$ cat config.mk
export PLATFORM = sky130hd
export DESIGN_NAME = ocmp_timer
export DESIGN_NICKNAME = d
export VERILOG_FILES = /design/src/rtl/ocmp_pkg.sv /design/src/rtl/ocmp_counter.sv /design/src/rtl/ocmp_channel.sv /design/src/rtl/ocmp_timer.sv
export SDC_FILE = /design/constraint.sdc
export NUM_CORES = 1
export LEC_CHECK = 0
export BUFFER_PORTS_ARGS = -buffer_cell sky130_fd_sc_hd__buf_2
export CAP_MARGIN = 30
export CORE_MARGIN = 2
export CORE_UTILIZATION = 30
export DETAILED_ROUTE_END_ITERATION = 6
export GPL_ROUTABILITY_DRIVEN = 0
export PLACE_DENSITY_LB_ADDON = 0.15
export SYNTH_ARGS = -nofsm -noshare
export SYNTH_HDL_FRONTEND = slang
export SYNTH_SLANG_ARGS = --single-unit
$ cat constraint.sdc
create_clock -name clk -period 1.73 [get_ports clk]
set_clock_uncertainty 0.15 [all_clocks]
set_input_delay 0.346 -clock clk [delete_from_list [all_inputs] [get_ports clk]]
set_output_delay 0.346 -clock clk [all_outputs]
set_load 0.01 [all_outputs]
$ cat src/rtl/ocmp_pkg.sv
`timescale 1ns/1ps
package ocmp_pkg;
   localparam int ADDR_W = 3;

   localparam logic [ADDR_W-1:0] A_CTRL = 3'd0;
   localparam logic [ADDR_W-1:0] A_STAT = 3'd1;
   localparam logic [ADDR_W-1:0] A_CNTH = 3'd2;
   localparam logic [ADDR_W-1:0] A_CNTL = 3'd3;
   localparam logic [ADDR_W-1:0] A_CMP0 = 3'd4;

   localparam int LVL_BASE = 0;
   localparam int FRC_BASE = 3;
   localparam int IE_BASE  = 6;

   function automatic logic [ADDR_W-1:0] cmp_hi_addr(input int ch);
      return A_CMP0 + ADDR_W'(2 * ch);
   endfunction

   function automatic logic [ADDR_W-1:0] cmp_lo_addr(input int ch);
      return A_CMP0 + ADDR_W'(2 * ch + 1);
   endfunction
endpackage

$ cat src/rtl/ocmp_counter.sv
`timescale 1ns/1ps
module ocmp_counter #(
   parameter int CNT_W      = 16,
   parameter int PRESC_LOG2 = 0
) (
   input  logic             clk,
   input  logic             rst_n,
   output logic [CNT_W-1:0] cnt_o,
   output logic             fresh_o
);
   logic tick;

   generate
      if (PRESC_LOG2 < 0 || PRESC_LOG2 > 12) begin : g_bad_presc
         $error("ocmp_counter: PRESC_LOG2 out of range");
      end
      if (PRESC_LOG2 == 0) begin : g_nodiv
         assign tick = 1'b1;
      end else begin : g_div
         logic [PRESC_LOG2-1:0] div_q;
         always_ff @(posedge clk or negedge rst_n) begin
            if (!rst_n) div_q <= '0;
            else        div_q <= div_q + PRESC_LOG2'(1);
         end
         assign tick = &div_q;
      end
   endgenerate

   always_ff @(posedge clk or negedge rst_n) begin
      if (!rst_n) begin
         cnt_o   <= '0;
         fresh_o <= 1'b0;
      end else begin
         fresh_o <= tick;
         if (tick) cnt_o <= cnt_o + CNT_W'(1);
      end
   end
endmodule

$ cat src/rtl/ocmp_channel.sv
`timescale 1ns/1ps
module ocmp_channel #(
   parameter int CNT_W = 16,
   parameter int BUS_W = 8
) (
   input  logic             clk,
   input  logic             rst_n,
   input  logic [CNT_W-1:0] cnt_i,
   input  logic             fresh_i,
   input  logic             wr_hi_i,
   input  logic             wr_lo_i,
   input  logic             lo_touch_i,
   input  logic             stat_rd_i,
   input  logic [BUS_W-1:0] wdata_i,
   input  logic             lvl_i,
   input  logic             force_i,
   output logic [CNT_W-1:0] cmp_o,
   output logic             flag_o,
   output logic             pin_o,
   output logic             inh_o
);
   localparam int HI_W = CNT_W - BUS_W;

   logic hit;
   logic arm_q;
   logic clr;

   always_ff @(posedge clk) begin
      if (wr_hi_i) cmp_o[CNT_W-1:BUS_W] <= wdata_i[HI_W-1:0];
      if (wr_lo_i) cmp_o[BUS_W-1:0]     <= wdata_i;
   end

   always_ff @(posedge clk or negedge rst_n) begin
      if (!rst_n)       inh_o <= 1'b1;
      else if (wr_lo_i) inh_o <= 1'b0;
      else if (wr_hi_i) inh_o <= 1'b1;
   end

   assign hit = fresh_i && !inh_o && (cnt_i == cmp_o);
   assign clr = arm_q && lo_touch_i;

   always_ff @(posedge clk or negedge rst_n) begin
      if (!rst_n) begin
         flag_o <= 1'b0;
         arm_q  <= 1'b0;
      end else begin
         if (hit)      flag_o <= 1'b1;
         else if (clr) flag_o <= 1'b0;

         if (clr)                       arm_q <= 1'b0;
         else if (stat_rd_i && flag_o)  arm_q <= 1'b1;
         else if (!flag_o)              arm_q <= 1'b0;
      end
   end

   always_ff @(posedge clk or negedge rst_n) begin
      if (!rst_n)                pin_o <= 1'b0;
      else if (force_i || hit)   pin_o <= lvl_i;
   end
endmodule

$ cat src/rtl/ocmp_timer.sv
`timescale 1ns/1ps
module ocmp_timer
   import ocmp_pkg::*;
#(
   parameter int CNT_W      = 16,
   parameter int BUS_W      = 8,
   parameter int NUM_CH     = 2,
   parameter int PRESC_LOG2 = 0
) (
   input  logic              clk,
   input  logic              rst_n,
   input  logic [ADDR_W-1:0] bus_addr,
   input  logic              bus_wr,
   input  logic              bus_rd,
   input  logic [BUS_W-1:0]  bus_wdata,
   output logic [BUS_W-1:0]  bus_rdata,
   output logic [NUM_CH-1:0] cmp_out,
   output logic              irq
);
   generate
      if (CNT_W != 2 * BUS_W) begin : g_bad_width
         $error("ocmp_timer: counter must span exactly two bus bytes");
      end
      if (NUM_CH < 1 || NUM_CH > 2) begin : g_bad_ch
         $error("ocmp_timer: control layout holds one or two channels");
      end
      if (BUS_W < IE_BASE + NUM_CH) begin : g_bad_bus
         $error("ocmp_timer: bus too narrow for control layout");
      end
   endgenerate

   logic [CNT_W-1:0]             cnt_q;
   logic                         fresh;
   logic [NUM_CH-1:0]            lvl_q;
   logic [NUM_CH-1:0]            ie_q;
   logic [NUM_CH-1:0]            flag_q;
   logic [NUM_CH-1:0]            inh_q;
   logic [NUM_CH-1:0][CNT_W-1:0] cmp_val;
   logic                         wr_ctrl;
   logic                         stat_rd;

   assign wr_ctrl = bus_wr && (bus_addr == A_CTRL);
   assign stat_rd = bus_rd && (bus_addr == A_STAT);

   ocmp_counter #(.CNT_W(CNT_W), .PRESC_LOG2(PRESC_LOG2)) i_cnt (
      .clk     (clk),
      .rst_n   (rst_n),
      .cnt_o   (cnt_q),
      .fresh_o (fresh)
   );

   always_ff @(posedge clk or negedge rst_n) begin
      if (!rst_n) begin
         lvl_q <= '0;
         ie_q  <= '0;
      end else if (wr_ctrl) begin
         for (int k = 0; k < NUM_CH; k++) begin
            lvl_q[k] <= bus_wdata[LVL_BASE + k];
            ie_q[k]  <= bus_wdata[IE_BASE + k];
         end
      end
   end

   for (genvar k = 0; k < NUM_CH; k++) begin : g_ch
      localparam logic [ADDR_W-1:0] HI_A = cmp_hi_addr(k);
      localparam logic [ADDR_W-1:0] LO_A = cmp_lo_addr(k);
      logic lvl_new;
      logic frc;
      logic lo_hit;

      assign lo_hit  = (bus_addr == LO_A);
      assign lvl_new = wr_ctrl ? bus_wdata[LVL_BASE + k] : lvl_q[k];
      assign frc     = wr_ctrl && bus_wdata[FRC_BASE + k];

      ocmp_channel #(.CNT_W(CNT_W), .BUS_W(BUS_W)) i_chan (
         .clk        (clk),
         .rst_n      (rst_n),
         .cnt_i      (cnt_q),
         .fresh_i    (fresh),
         .wr_hi_i    (bus_wr && (bus_addr == HI_A)),
         .wr_lo_i    (bus_wr && lo_hit),
         .lo_touch_i ((bus_wr || bus_rd) && lo_hit),
         .stat_rd_i  (stat_rd),
         .wdata_i    (bus_wdata),
         .lvl_i      (lvl_new),
         .force_i    (frc),
         .cmp_o      (cmp_val[k]),
         .flag_o     (flag_q[k]),
         .pin_o      (cmp_out[k]),
         .inh_o      (inh_q[k])
      );
   end

   assign irq = |(flag_q & ie_q);

   always_comb begin
      bus_rdata = '0;
      case (bus_addr)
         A_CTRL: begin
            for (int k = 0; k < NUM_CH; k++) begin
               bus_rdata[LVL_BASE + k] = lvl_q[k];
               bus_rdata[IE_BASE + k]  = ie_q[k];
            end
         end
         A_STAT: bus_rdata[NUM_CH-1:0] = flag_q;
         A_CNTH: bus_rdata = cnt_q[CNT_W-1:BUS_W];
         A_CNTL: bus_rdata = cnt_q[BUS_W-1:0];
         default: begin
            for (int k = 0; k < NUM_CH; k++) begin
               if (bus_addr == cmp_hi_addr(k)) bus_rdata = cmp_val[k][CNT_W-1:BUS_W];
               if (bus_addr == cmp_lo_addr(k)) bus_rdata = cmp_val[k][BUS_W-1:0];
            end
         end
      endcase
   end
endmodule

Yosys cells after proc, flatten, opt, wreduce, memory -nomap -nowiden
Cells that the tools add are included.
{ "totals": {"reg_bits": 61, "inputBits": 15, "word_cells": 82} }
{ "op_classes": {"add_sub_neg": 1, "n_eq_ne": 11, "muxes": 23, "n_bitwise": 1, "n_reduce_logical": 30} }
{ "ops": {"columns": ["cell", "n"], "rows": [
  ["$eq A16 B16 Y1", 2],
  ["$mux W8", 4],
  ["$logic_and A1 B1 Y1", 18],
  ["$add A16 B1 Y16 const B", 1],
  ["$mux W1", 16],
  ["$pmux W2 S4", 2],
  ["$eq A3 B3 Y1 const B", 4],
  ["$pmux W4 S3", 1],
  ["$reduce_bool A2 Y1", 4],
  ["$eq A3 B2 Y1 const B", 2],
  ["$ne A3 B3 Y1 const B", 2],
  ["$reduce_or A2 Y1", 2],
  ["$eq A3 B1 Y1 const B", 1],
  ["$logic_not A3 Y1", 1],
  ["$logic_or A1 B1 Y1", 3],
  ["$and A2 B2 Y2", 1],
  ["$logic_not A1 Y1", 2]
]} }

Longest topological paths before layout
{ "depth": {"ltp_word": 6, "depth_mapped": 6} }

Hierarchy
A second synthesis with hierarchy kept.
{ "hier_totals": {"cells_unflattened": 236, "hier_area_um2": 3078.0} }
{ "modules_own_cells": {"columns": ["mod", "instances", "cells_per_inst", "area_per_inst_um2"], "rows": [
  ["ocmp_channel", 2, 52, 825.8],
  ["ocmp_counter", 1, 59, 730.7],
  ["ocmp_timer", 1, 73, 695.7]
]} }

Worst setup path before layout
OpenSTA, ideal clock, no wires.
{ "synth_path": {"path_type": "input to register", "startpoint": "input bus_addr[1]", "endpoint": "register g_ch[0].i_chan.cmp_o[0] (enable)", "setup_time_ps": 383, "t_arrival_ps": 1341, "slack_ps": -145, "stages": 3, "path_cell_list": "buf_2 > buf_2 > nor3_1"} }
{ "synth_via": {"elab_chain_cells": 2} }
{ "synth_rtl": {"columns": ["item", "line", "rtl"], "rows": [
  ["from (decl)", "ocmp_timer.sv:12", "input logic [ADDR_W-1:0] bus_addr,"],
  ["$eq A3 B3 Y1", "ocmp_timer.sv:71", "assign lo_hit = (bus_addr == LO_A);"],
  ["$logic_and A1 B1 Y1", "ocmp_timer.sv:81", ".wr_lo_i (bus_wr && lo_hit),"],
  ["named net g_ch[0].i_chan.wr_lo_i", "ocmp_channel.sv:11", "input logic wr_lo_i,"],
  ["to (signal, indexed assignment)", "ocmp_channel.sv:29", "if (wr_hi_i) cmp_o[CNT_W-1:BUS_W] <= wdata_i[HI_W-1:0];"],
  ["to (signal, indexed assignment)", "ocmp_channel.sv:30", "if (wr_lo_i) cmp_o[BUS_W-1:0] <= wdata_i;"],
  ["to (decl)", "ocmp_channel.sv:17", "output logic [CNT_W-1:0] cmp_o,"]
]} }
The timed path passes the listed nets, and every way through them passes these cells.
A chain may end at the register's enable or synchronous reset.

Worst setup path after layout
{ "layout_path": {"startpoint": "register g_ch[0].i_chan.cmp_o[3]", "endpoint": "output bus_rdata[3]"} }
{ "layout_via": {"elab_chain_cells": 4} }
{ "layout_rtl": {"columns": ["item", "line", "rtl"], "rows": [
  ["$mux W8", "ocmp_timer.sv:111", "if (bus_addr == cmp_lo_addr(k)) bus_rdata = cmp_val[k][BUS_W-1:0];"],
  ["$mux W8", "ocmp_timer.sv:110", "if (bus_addr == cmp_hi_addr(k)) bus_rdata = cmp_val[k][CNT_W-1:BUS_W];"],
  ["$mux W8", "ocmp_timer.sv:111", null],
  ["$pmux W4 S3", "ocmp_timer.sv:98", "case (bus_addr)"],
  ["to (decl)", "ocmp_timer.sv:16", "output logic [BUS_W-1:0] bus_rdata,"]
]} }
No other way between the ends.

==> impl_metrics.csv <==
group,metric,value,unit
finish,layoutNonFillerInstCount,462,
synth,ys_async_sr_fraction,47.5,%
setup_path,cp.arrival,1.62,ns
grt,grt-ovfl-total,0,
cts,cts_sinks,61,
place,dpl.hpwl,6060,µm
floorplan,initial_core_util,31.1,%
floorplan,die_y,105,µm
synth,yosys_warnings,0,
cts,insertion_delay,0.35,ns
run_status,failed_checks,"negative setup slack",
floorplan,core,0.00982,mm²
setup_path,r2r_cells,6,
synth,post_synth_instance_area,0.00305,mm²
sta,period_minus_slack,2.11,ns
floorplan,pin_count,26,
synth,synth-seq-cells,61,
detailed_routing,totalWireLength,8240,µm
grt,antenna_found_initial,0,
place,dp.cells,424,
min_path,hp-start,"bus_wdata[2]",
cts,cts_root_buf,"clkbuf_8",
power,power_density,842,mW/mm²
synth,synthCells,236,
power,vdd_drop_max,0.308,mV
setup_path,cp_data_required_time,1.23,ns
grt,grtUsageTotal,16.2,%
detailed_routing,viasPerCell,4.54,
sta,grt_setup_unrepaired,"yes",
min_path,hold_depth,1,
synth,synth_top_cell_area_share,31.5,%
synth,yosysUniqueCellTypes,38,
place,place_area,0.00363,mm²
grt,grt_max_degree,30,
finish,nets,340,
finish,fillCellCount,964,
setup_path,r2r_start,"g_ch[1].i_chan.cmp_o[6]",
synth,synth_flop_cell,"edfxtp_1",
run,max-cap-violations,0,
finish,diodes,0,
detailed_routing,firstDrtPassIters,4,
power,p_total,3.48,mW
setup_path,crit_fanout,2,
synth,syn-num-nets,252,
finish,final_area,0.00413,mm²
synth,yosysMostFrequentCell,"edfxtp_1",
cts,clk_pin_slew,0.07,ns
detailed_routing,wl_per_cell,17.8,µm
setup_path,crit_path_start_kind,"register",
setup_path,slowest_delay,0.45,ns
power,p_leak,1.72,nW
grt,grt_pass1_vias,2258,
cts,cts.htree.levels,3,
finish,drive_gt1_share,49.2,%
detailed_routing,drt_drc_violations_left,0,
setup_path,crit_slowest_cell,"mux4_2",
place,numPortBuffers,25,
sta,fin_ws,-0.382,ns
min_path,worst_hold_path_type,"input pin to register",
setup_path,crit_chain,"buf_4, mux4_2, nand2_2, o21ai_2, buf_2",
sta,slew_viol_final,0,
finish,multi_input_area,0.00134,mm²
grt,grt_first_pass_wirelength,13000,µm
floorplan,num_rows,36,
sta,finalSetupViolCount,10,
setup_path,r2r_slack,-0.22,ns
sta,max_freq,474,MHz
sta,timing_hold_violations_final,0,
setup_path,regToRegEndpoint,"g_ch[1].i_chan.pin_o",
synth,synth_edf_count,32,
setup_path,end_kind,"output port",
setup_path,crit_type,"register to output port",
synth,synth_area_leaders,"edfxtp_1 31%, dfrtp_1 22%, xnor2_1 7.7%",
finish,seq_area,0.00170,mm²
floorplan,die_w,105,µm
min_path,whs_endpoint,"g_ch[0].i_chan.cmp_o[10]",
sta,period_share,122,%
cts,cts_made_buffers,9,
synth,syn_avg_cell_area,12.9,µm²
run_status,outcome,"finished, violations left",
synth,yosysTopAreaCell,"edfxtp_1",
cts,clockBufferDepth,2,
detailed_routing,vias,2096,
floorplan,die_area,0.0110,mm²
synth,seq_area_frac_synth,55.3,%
cts,cts_tree,"yes",
finish,syn_to_final_growth,35.4,%
detailed_routing,ant_nets,0,
synth,synthTopCellsByCount,"32 x edfxtp_1, 27 x dfrtp_1, 27 x xnor2_1, 23 x nand2_1, 17 x xor2_1",
detailed_routing,first_iter_violations,106,
finish,fin_util,42.1,%
## critical path, delay by kind of cell (launching register included)
kind / cells / cell delay [ns]
buffers and inverters: 2 / 0.29
DFF: 1 / 0.42
AOI/OAI and AO/OA: 1 / 0.05
muxes: 1 / 0.45
and+or+nand+nor: 1 / 0.07
## layout make-up
cell class / instances / share of cell area, %
Clock buffer: 9 / 3.00
Clock inverter: 7 / 1.82
Inverter: 3 / 0.272
Multi-Input combinational cell: 153 / 32.5
Sequential cell: 61 / 41.0
Tap cell: 133 / 4.03
Timing Repair Buffer: 96 / 17.4
## placed cells by master, fill, tap and decap left out, types with 4 or more instances in the layout
cell type  synthesis  final
mux4_2            10     10
buf_2             10     24
xnor2_1           27     24
buf_4              3     61
dfrtp_1           27     22
edfxtp_1          32     32
xor2_1            17     16
mux2i_1            4      4
buf_6              3      8
dfrtp_2            0      5
nand2_1           23     20
xnor2_2            2      5
nand3_1           10      9
nand4_1            6      6
o21ai_0           13     11
mux2_2             5      4
mux2_4             3      4
clkbuf_8           0      9
## logic make-up (layout without fill, tap and decap cells)
family | count (synthesis) | count (layout) | share of synthesized area, %
flip-flops | 61 | 61 | 55.3
adder cells (fa/ha/maj) | 1 | 1 | 0.410
multiplexers | 22 | 22 | 12.0
other | 1 | 1 | 0.123
AND/OR/NAND/NOR | 62 | 62 | 10.4
XOR/XNOR | 46 | 46 | 13.7
buffers and inverters | 22 | 115 | 4.22
AO/OA/AOI/OAI | 21 | 21 | 3.85
## flip-flops by register name, summed over array words and instances, names as in the netlist
| name | cells |
|---|---|
| g_ch.i_chan.cmp_o | 32 |
| i_cnt.fresh_o | 1 |
| g_ch.i_chan.arm_q | 2 |
| ie_q | 2 |
| g_ch.i_chan.inh_o | 2 |
| g_ch.i_chan.flag_o | 2 |
| i_cnt.cnt_o | 16 |
| lvl_q | 2 |
| g_ch.i_chan.pin_o | 2 |
## through the flow
step                worst slack [ns]  hold slack [ns]  setup TNS (ns)
floorplan                   0.000590          -0.0996               0
global placement              -0.274            0.244           -2.80
detailed placement            -0.276            0.246           -2.76
CTS                           -0.439           0.0557           -3.31
global route                  -0.440           0.0579           -3.86
finish                        -0.382           0.0750           -3.09
## layer usage
layer  routed length [µm]  vias up  global-route usage, %
met1                 3770     1035                   21.1
met5                    0        -                      0
met2                 4100       33                   26.3
li1                     -     1015                      -
met4                  150        0                   6.38
met3                  219       13                   3.37
## what timing repair did
| item | CTS | global route |
|---|---|---|
| endpoints found under the setup margin | 13 | 16 |
| endpoints found under the hold margin | 27 | 0 |
| pin swaps | 12 | 11 |
| buffers inserted | 17 | 4 |
| gates resized for setup | 14 | 22 |
| hold buffers | 1 | 0 |
## how the worst max path moves through the flow
stage / from / end / slack (ns) / cells past startpoint
2_1_floorplan: bus_addr[0] / bus_rdata[3] / 0.0006 / 4
3_3_place_gp: bus_addr[0] / g_ch[0].i_chan.pin_o / -0.27 / 7
3_5_place_dp: bus_addr[0] / g_ch[0].i_chan.pin_o / -0.28 / 7
4_1_cts: g_ch[0].i_chan.cmp_o[3] / bus_rdata[3] / -0.44 / 5
5_1_grt: g_ch[0].i_chan.cmp_o[3] / bus_rdata[3] / -0.44 / 5
6_report: g_ch[0].i_chan.cmp_o[3] / bus_rdata[3] / -0.38 / 5
## where the power goes
part | total, mW | leakage, nW | switching [mW] | internal [mW]
combinational | 0.478 | 0.977 | 0.227 | 0.251
sequential | 1.72 | 0.647 | 0.0769 | 1.64
clock | 1.28 | 0.0935 | 0.614 | 0.669
total | 3.48 | 1.72 | 0.917 | 2.56
(Power assumes the default switching activity.)
